<file path="src/rtl/invpoly_pkg.sv">
package invpoly_pkg;

  typedef enum logic [2:0] {
    PH_IDLE,
    PH_ONES,
    PH_GCD,
    PH_DIV,
    PH_MUL,
    PH_OUT
  } phase_t;

  // index of highest set bit, -1 for the zero vector
  function automatic int top_bit(input logic [63:0] v);
    int r;
    r = -1;
    for (int i = 0; i < 64; i++) if (v[i]) r = i;
    return r;
  endfunction

endpackage

</file>
<file path="src/rtl/ones_mod_reducer.sv">
// Folds the all-ones polynomials of degree L and L-1 modulo C, one term per clock.
module ones_mod_reducer #(
  parameter int K  = 32,
  parameter int LW = 16
) (
  input  logic          clk,
  input  logic          rst_n,
  input  logic          start,
  input  logic [LW-1:0] len,
  input  logic [K-1:0]  chr,
  output logic          done,
  output logic [K-1:0]  bm,
  output logic [K-1:0]  fm
);
  logic          run;
  logic [LW-1:0] cnt;
  logic [K-1:0]  r;
  logic [K-1:0]  r_nxt;

  always_comb begin
    r_nxt = {r[K-2:0], 1'b1} ^ (r[K-1] ? chr : '0);
  end

  always_ff @(posedge clk or negedge rst_n) begin
    if (!rst_n) begin
      run  <= 1'b0;
      cnt  <= '0;
      r    <= '0;
      fm   <= '0;
      done <= 1'b0;
    end else begin
      done <= 1'b0;
      if (start) begin
        run <= 1'b1;
        cnt <= '0;
        r   <= '0;
        fm  <= '0;
      end else if (run) begin
        r   <= r_nxt;
        cnt <= cnt + 1'b1;
        if (cnt == len) begin
          fm   <= r;
          run  <= 1'b0;
          done <= 1'b1;
        end
      end
    end
  end

  assign bm = r;

  assert_fold_range_R3: assert property (@(posedge clk) disable iff (!rst_n)
    run |-> cnt <= len);
endmodule

</file>
<file path="src/rtl/binary_xgcd.sv">
// Shift-subtract extended Euclid; coef*bin == gcd (mod C) on completion.
module binary_xgcd import invpoly_pkg::*; #(
  parameter int K = 32
) (
  input  logic         clk,
  input  logic         rst_n,
  input  logic         start,
  input  logic [K-1:0] bin,
  input  logic [K-1:0] chr,
  output logic         done,
  output logic [K:0]   gcd,
  output logic [K-1:0] coef
);
  logic         run;
  logic [K:0]   a, b;
  logic [K-1:0] ua, ub;
  logic [K:0]   cfull;
  logic [K:0]   ua_odd;
  logic [K-1:0] ua_half;
  int           da, db;

  always_comb begin
    cfull   = {1'b1, chr};
    ua_odd  = cfull ^ {1'b0, ua};
    ua_half = ua[0] ? ua_odd[K:1] : {1'b0, ua[K-1:1]};
    da      = top_bit(64'(a));
    db      = top_bit(64'(b));
  end

  always_ff @(posedge clk or negedge rst_n) begin
    if (!rst_n) begin
      run  <= 1'b0;
      done <= 1'b0;
      a    <= '0;
      b    <= '0;
      ua   <= '0;
      ub   <= '0;
    end else begin
      done <= 1'b0;
      if (start) begin
        run <= 1'b1;
        a   <= {1'b0, bin};
        b   <= {1'b1, chr};
        ua  <= {{(K-1){1'b0}}, 1'b1};
        ub  <= '0;
      end else if (run) begin
        if (a == '0) begin
          run  <= 1'b0;
          done <= 1'b1;
        end else if (!a[0]) begin
          a  <= {1'b0, a[K:1]};
          ua <= ua_half;
        end else if (da < db) begin
          a  <= a ^ b;
          b  <= a;
          ua <= ua ^ ub;
          ub <= ua;
        end else begin
          a  <= a ^ b;
          ua <= ua ^ ub;
        end
      end
    end
  end

  assign gcd  = b;
  assign coef = ub;

  assert_gcd_odd_R3: assert property (@(posedge clk) disable iff (!rst_n)
    (run && !start) |-> b[0]);
endmodule

</file>
<file path="src/rtl/gf2_divider.sv">
// Bit-serial polynomial long division, one quotient bit per clock.
module gf2_divider import invpoly_pkg::*; #(
  parameter int K = 32
) (
  input  logic         clk,
  input  logic         rst_n,
  input  logic         start,
  input  logic [K-1:0] num,
  input  logic [K:0]   den,
  output logic         done,
  output logic [K-1:0] quo,
  output logic         exact
);
  localparam int IW = $clog2(K) + 1;

  logic          run;
  logic [IW-1:0] idx;
  logic [K-1:0]  rem;
  logic [K:0]    dreg;
  logic [2*K:0]  wide;
  logic [K-1:0]  qbit;
  logic          hit;
  int            dg, sh;

  always_comb begin
    dg   = top_bit(64'(dreg));
    sh   = int'(idx) - dg;
    hit  = (sh >= 0) && (dg >= 0) && rem[idx];
    wide = {{K{1'b0}}, dreg} << (hit ? sh : 0);
    qbit = {{(K-1){1'b0}}, 1'b1} << (hit ? sh : 0);
  end

  always_ff @(posedge clk or negedge rst_n) begin
    if (!rst_n) begin
      run  <= 1'b0;
      done <= 1'b0;
      idx  <= '0;
      rem  <= '0;
      quo  <= '0;
      dreg <= '0;
    end else begin
      done <= 1'b0;
      if (start) begin
        run  <= 1'b1;
        rem  <= num;
        quo  <= '0;
        dreg <= den;
        idx  <= IW'(K-1);
      end else if (run) begin
        if (hit) begin
          rem <= rem ^ wide[K-1:0];
          quo <= quo | qbit;
        end
        if (idx == '0) begin
          run  <= 1'b0;
          done <= 1'b1;
        end else begin
          idx <= idx - 1'b1;
        end
      end
    end
  end

  assign exact = (rem == '0);

  assert_divisor_nonzero_R5: assert property (@(posedge clk) disable iff (!rst_n)
    (run && !start) |-> dreg != '0);
endmodule

</file>
<file path="src/rtl/gf2_modmul.sv">
// Horner multiply of x and y modulo C, one bit of x per clock.
module gf2_modmul #(
  parameter int K = 32
) (
  input  logic         clk,
  input  logic         rst_n,
  input  logic         start,
  input  logic [K-1:0] x,
  input  logic [K-1:0] y,
  input  logic [K-1:0] chr,
  output logic         done,
  output logic [K-1:0] prod
);
  localparam int IW = $clog2(K) + 1;

  logic          run;
  logic [IW-1:0] idx;
  logic [K-1:0]  acc, acc_nxt;

  always_comb begin
    acc_nxt = {acc[K-2:0], 1'b0} ^ (acc[K-1] ? chr : '0) ^ (x[idx] ? y : '0);
  end

  always_ff @(posedge clk or negedge rst_n) begin
    if (!rst_n) begin
      run  <= 1'b0;
      done <= 1'b0;
      idx  <= '0;
      acc  <= '0;
    end else begin
      done <= 1'b0;
      if (start) begin
        run <= 1'b1;
        acc <= '0;
        idx <= IW'(K-1);
      end else if (run) begin
        acc <= acc_nxt;
        if (idx == '0) begin
          run  <= 1'b0;
          done <= 1'b1;
        end else begin
          idx <= idx - 1'b1;
        end
      end
    end
  end

  assign prod = acc;

  assert_mul_pulse_R3: assert property (@(posedge clk) disable iff (!rst_n)
    done |=> !done);
endmodule

</file>
<file path="src/rtl/invpoly_solver.sv">
module invpoly_solver import invpoly_pkg::*; #(
  parameter int K  = 32,
  parameter int LW = 16
) (
  input  logic          clk,
  input  logic          rst_n,
  input  logic          req_valid,
  output logic          req_ready,
  input  logic [K-1:0]  req_target,
  input  logic [LW-1:0] req_len,
  input  logic [K-1:0]  req_char,
  input  logic          req_inv0,
  output logic          res_valid,
  input  logic          res_ready,
  output logic [K-1:0]  res_d,
  output logic          res_nosol
);
  phase_t        phase;
  logic          kick;
  logic [K-1:0]  tgt_q, atgt_q, chr_q;
  logic [LW-1:0] len_q;
  logic          inv0_q;

  logic          ones_done, gcd_done, div_done, div_exact, mul_done;
  logic [K-1:0]  bm, fm, coef, quo, prod;
  logic [K:0]    gcd;

  ones_mod_reducer #(.K(K), .LW(LW)) u_ones (
    .clk(clk), .rst_n(rst_n), .start(kick), .len(len_q), .chr(chr_q),
    .done(ones_done), .bm(bm), .fm(fm));

  binary_xgcd #(.K(K)) u_xgcd (
    .clk(clk), .rst_n(rst_n), .start(ones_done), .bin(bm), .chr(chr_q),
    .done(gcd_done), .gcd(gcd), .coef(coef));

  gf2_divider #(.K(K)) u_div (
    .clk(clk), .rst_n(rst_n), .start(gcd_done), .num(atgt_q), .den(gcd),
    .done(div_done), .quo(quo), .exact(div_exact));

  gf2_modmul #(.K(K)) u_mul (
    .clk(clk), .rst_n(rst_n), .start(div_done && div_exact), .x(quo), .y(coef),
    .chr(chr_q), .done(mul_done), .prod(prod));

  always_ff @(posedge clk or negedge rst_n) begin
    if (!rst_n) begin
      phase     <= PH_IDLE;
      kick      <= 1'b0;
      tgt_q     <= '0;
      atgt_q    <= '0;
      chr_q     <= '0;
      len_q     <= '0;
      inv0_q    <= 1'b0;
      res_d     <= '0;
      res_nosol <= 1'b0;
    end else begin
      kick <= 1'b0;
      case (phase)
        PH_IDLE: if (req_valid) begin
          tgt_q  <= req_target;
          chr_q  <= req_char;
          len_q  <= req_len;
          inv0_q <= req_inv0;
          kick   <= 1'b1;
          phase  <= PH_ONES;
        end
        PH_ONES: if (ones_done) begin
          atgt_q <= tgt_q ^ (inv0_q ? fm : '0);
          phase  <= PH_GCD;
        end
        PH_GCD: if (gcd_done) phase <= PH_DIV;
        PH_DIV: if (div_done) begin
          if (div_exact) begin
            phase <= PH_MUL;
          end else begin
            res_d     <= '0;
            res_nosol <= 1'b1;
            phase     <= PH_OUT;
          end
        end
        PH_MUL: if (mul_done) begin
          res_d     <= prod;
          res_nosol <= 1'b0;
          phase     <= PH_OUT;
        end
        PH_OUT: if (res_ready) phase <= PH_IDLE;
        default: phase <= PH_IDLE;
      endcase
    end
  end

  assign req_ready = (phase == PH_IDLE);
  assign res_valid = (phase == PH_OUT);

  assert_hold_R8: assert property (@(posedge clk) disable iff (!rst_n)
    (res_valid && !res_ready) |=> (res_valid && $stable(res_d) && $stable(res_nosol)));

  assert_nosol_zero_R5: assert property (@(posedge clk) disable iff (!rst_n)
    (res_valid && res_nosol) |-> res_d == '0);

  assert_accept_R7: assert property (@(posedge clk) disable iff (!rst_n)
    (req_valid && req_ready) |=> (!req_ready && !res_valid));

  assert_exclusive_R7: assert property (@(posedge clk) disable iff (!rst_n)
    !(req_ready && res_valid));
endmodule

</file>
<file path="config.mk">
export PLATFORM = sky130hd
export DESIGN_NAME = invpoly_solver
export DESIGN_NICKNAME = d
export VERILOG_FILES = /design/src/rtl/invpoly_pkg.sv /design/src/rtl/ones_mod_reducer.sv /design/src/rtl/binary_xgcd.sv /design/src/rtl/gf2_divider.sv /design/src/rtl/gf2_modmul.sv /design/src/rtl/invpoly_solver.sv
export SDC_FILE = /design/constraint.sdc
export NUM_CORES = 1
export LEC_CHECK = 0
export BUFFER_PORTS_ARGS = -buffer_cell sky130_fd_sc_hd__buf_2
export CAP_MARGIN = 30
export CORE_MARGIN = 2
export CORE_UTILIZATION = 45
export DETAILED_ROUTE_END_ITERATION = 10
export HOLD_SLACK_MARGIN = 0.06
export PLACE_DENSITY_LB_ADDON = 0.05
export SYNTH_ARGS = -nofsm -noshare
export SYNTH_HDL_FRONTEND = slang
export SYNTH_SLANG_ARGS = --single-unit
</file>
<file path="constraint.sdc">
create_clock -name clk -period 5.76 [get_ports clk]
set_input_delay 1.152 -clock clk [delete_from_list [all_inputs] [get_ports clk]]
set_output_delay 1.152 -clock clk [all_outputs]
set_load 0.01 [all_outputs]
</file>
==> results_dict.tcl <==
set metrics [dict create \
    status "finished with violations" \
    violations "setup timing" \
    rsz0062_at_grt "true" \
    grt_max_degree 137 \
    cp_common_cell "a21oi_1" \
    numCtsBuffers 58 \
    vias 25100 \
    die_x_um 256 \
    cts_tree "yes" \
    rrSetupSlack_ps -170 \
    tightest_slew_ps 939 \
    fp.dieArea_mm2 0.0657 \
    grt_pass1_wl_um 152000 \
    syn_to_final_growth_pct 20.9 \
    core_mm2 0.0631 \
    ys.flop_type "dfrtp_1" \
    ys_warn_count 0 \
    synth_async_sr_flop_share 1.00 \
    first_pass_iters 5 \
    critPathSlowestCell "or4_4" \
    period_needed_ps 5930 \
    fin_cells 4213 \
    n_fill_cell 5769 \
    dpl_cell_area_mm2 0.0315 \
    root_buffer "clkbuf_16" \
    arrival_ps 6430 \
    clock.fmax_mhz 169 \
    globalplace.congestion 0.929 \
    cts_buffer_depth 3 \
    crit_path_max_fanout 10 \
    routed_wl_um 98300 \
    syn_nets 3231 \
    crit_type "reg2reg" \
    wl_per_cell_um 23.3 \
    setup_slack_ps -171 \
    port_buffers 119 \
    post-route-period-util 1.03 \
    drive_gt1_frac 0.237 \
    synth_cell_types 89 \
    h-tree-depth 2 \
    reg2reg_to "u_div.rem[31]$_DFFE_PN0P_" \
    die_h_um 256 \
    avgSynthCellArea_um2 9.19 \
    power.leakage_nw 15.4 \
    antenna_found_initial 0 \
    final_common_cell "dfrtp_1" \
    cts.clk_slew.worst_paths_ps 60 \
    clk_latency_ps 630 \
    drc_errors 0 \
    finalPower_mw 15.9 \
    ys_seq_elements 509 \
    dr.first_iter.drc_count 2183 \
    min_from "u_div.quo[14]$_DFFE_PN0P_" \
    grtUsageTotal 0.295 \
    hold_path_class "reg2reg" \
    powerDensity_mw_per_mm2 458 \
    overflow 0 \
    cp-end-kind "register" \
    rr_startpoint "u_div.dreg[0]$_DFFE_PN0P_" \
    antennaDiodeCount 0 \
    final_area_mm2 0.0347 \
    cts_sinks 509 \
    cp_top_family "simple AND/OR/NAND/NOR gates" \
    synth-seq-area-share 0.444 \
    nets 3429 \
    cp_slowest_stage_delay_ps 560 \
    grt_pass1_vias 24900 \
    max_cap_viol_count 0 \
    vias_per_cell 5.96 \
    reg2reg_depth 32 \
    fin_setup_tns_ps -744 \
    holdPathStages 2 \
    setup_violations 11 \
    fin_skew_ps 26.7 \
    synthCells 3121 \
    cp.required_ps 6260 \
    ant_nets 0 \
    syn_area_mm2 0.0287 \
    dp.cells 4076 \
    io_pins 120 \
    final_cell_mix "503 x dfrtp_1, 319 x nor2_1, 318 x nand2_1" \
    rows 92 \
    dpl.hpwl_um 68700 \
    synth_enable_flop_cells 0 \
    maxSlewViolCount 0 \
    worst_setup_path_start_kind "register" \
    max_slew_margin 0.374 \
    postCtsHoldBufs 0 \
    initial_core_util 0.454 \
    hold_viol 0 \
    vdd_drop_max_uv 2850 \
    whs_endpoint "u_div.quo[14]$_DFFE_PN0P_" \
    cp_num_buf_inv 4 \
]
power by group:
part	internal, mW	switching [mW]	total, mW	leakage [nW]
combinational	2.35	4.80	7.16	7.58
sequential	4.07	0.898	4.97	6.80
clock	2.19	1.58	3.76	0.964
what timing repair did:
item,CTS,global route
endpoints found under the setup margin,30,41
gates cloned,2,2
pin swaps,27,65
setup buffers,6,27
gates resized for setup,52,137
worst max-delay path by stage:
stage | to | cells after the start | startpoint
2_1_floorplan | u_div.rem[31]$_DFFE_PN0P_ | 29 | u_div.dreg[3]$_DFFE_PN0P_
3_3_place_gp | u_div.rem[31]$_DFFE_PN0P_ | 31 | u_div.dreg[3]$_DFFE_PN0P_
3_5_place_dp | u_div.rem[31]$_DFFE_PN0P_ | 34 | u_div.dreg[1]$_DFFE_PN0P_
4_1_cts | u_div.rem[31]$_DFFE_PN0P_ | 31 | u_div.dreg[3]$_DFFE_PN0P_
5_1_grt | u_div.rem[31]$_DFFE_PN0P_ | 32 | u_div.dreg[0]$_DFFE_PN0P_
6_report | u_div.rem[31]$_DFFE_PN0P_ | 32 | u_div.dreg[0]$_DFFE_PN0P_
stage by stage:
stage	setup WS (ps)	util	hold WS [ps]
5_1_grt	-515	0.549	511
6_report	-171	0.549	489
4_1_cts	-245	0.536	491
3_3_place_gp	-380	0.499	467
3_5_place_dp	-384	0.499	478
2_1_floorplan	-30.9	-	452
cell usage after synthesis (all sizes together), types with 20 or more instances:
cell    count  area (um^2)
inv        48          180
a21oi     147          739
a221o      20          200
a31oi      56          350
nand2b     21          131
a22oi      38          290
nor3       48          252
clkbuf    227          852
a21o       37          278
nor4       48          315
xor2      133         1160
nand2     323         1210
buf        31          159
nand3b     33          248
o21ai     259         1300
xnor2      88          771
nor2      327         1230
nand3     158          806
dfrtp     509        12700
mux2      120         1350
mux2i      76          773
ha         24          300
mux4       20          458
o22ai      40          250
a211oi     87          653
cell families after synthesis:
family                     count (synthesis)  share of synthesized area
buffers and inverters                    306                     0.0415
and+or+nand+nor                         1027                      0.163
xor gates and xnor gates                 221                     0.0675
adders and majority gates                 25                     0.0112
DFF                                      509                      0.444
AOI/OAI and AO/OA                        817                      0.183
muxes                                    216                     0.0901
cell type report:
cell class                 instances  area, um^2  share of cell area
multi-input combinational       2306       15700               0.452
clock inverter                    29         280             0.00809
tap                              846        1060              0.0305
sequential                       509       12700               0.368
clock buffer                      79        1650              0.0476
inverter                          48         180             0.00520
timing repair buffer             396        3070              0.0886
layer usage:
layer,track usage,up-vias,share of wire
met5,0,-,0
met4,0.113,0,0.041
met3,0.0384,194,0.050
met2,0.484,740,0.48
met1,0.398,12600,0.43
li1,-,11600,-
worst register-to-register path: cells and delay by family, from the launching register on:
family | cells | cell delay [ps]
simple gates | 11 | 1950
mux | 1 | 360
flops | 1 | 390
compound gates | 13 | 1860
buf+inv | 4 | 580
fa+ha+maj | 3 | 720
Power figures use the tool's default switching activity.
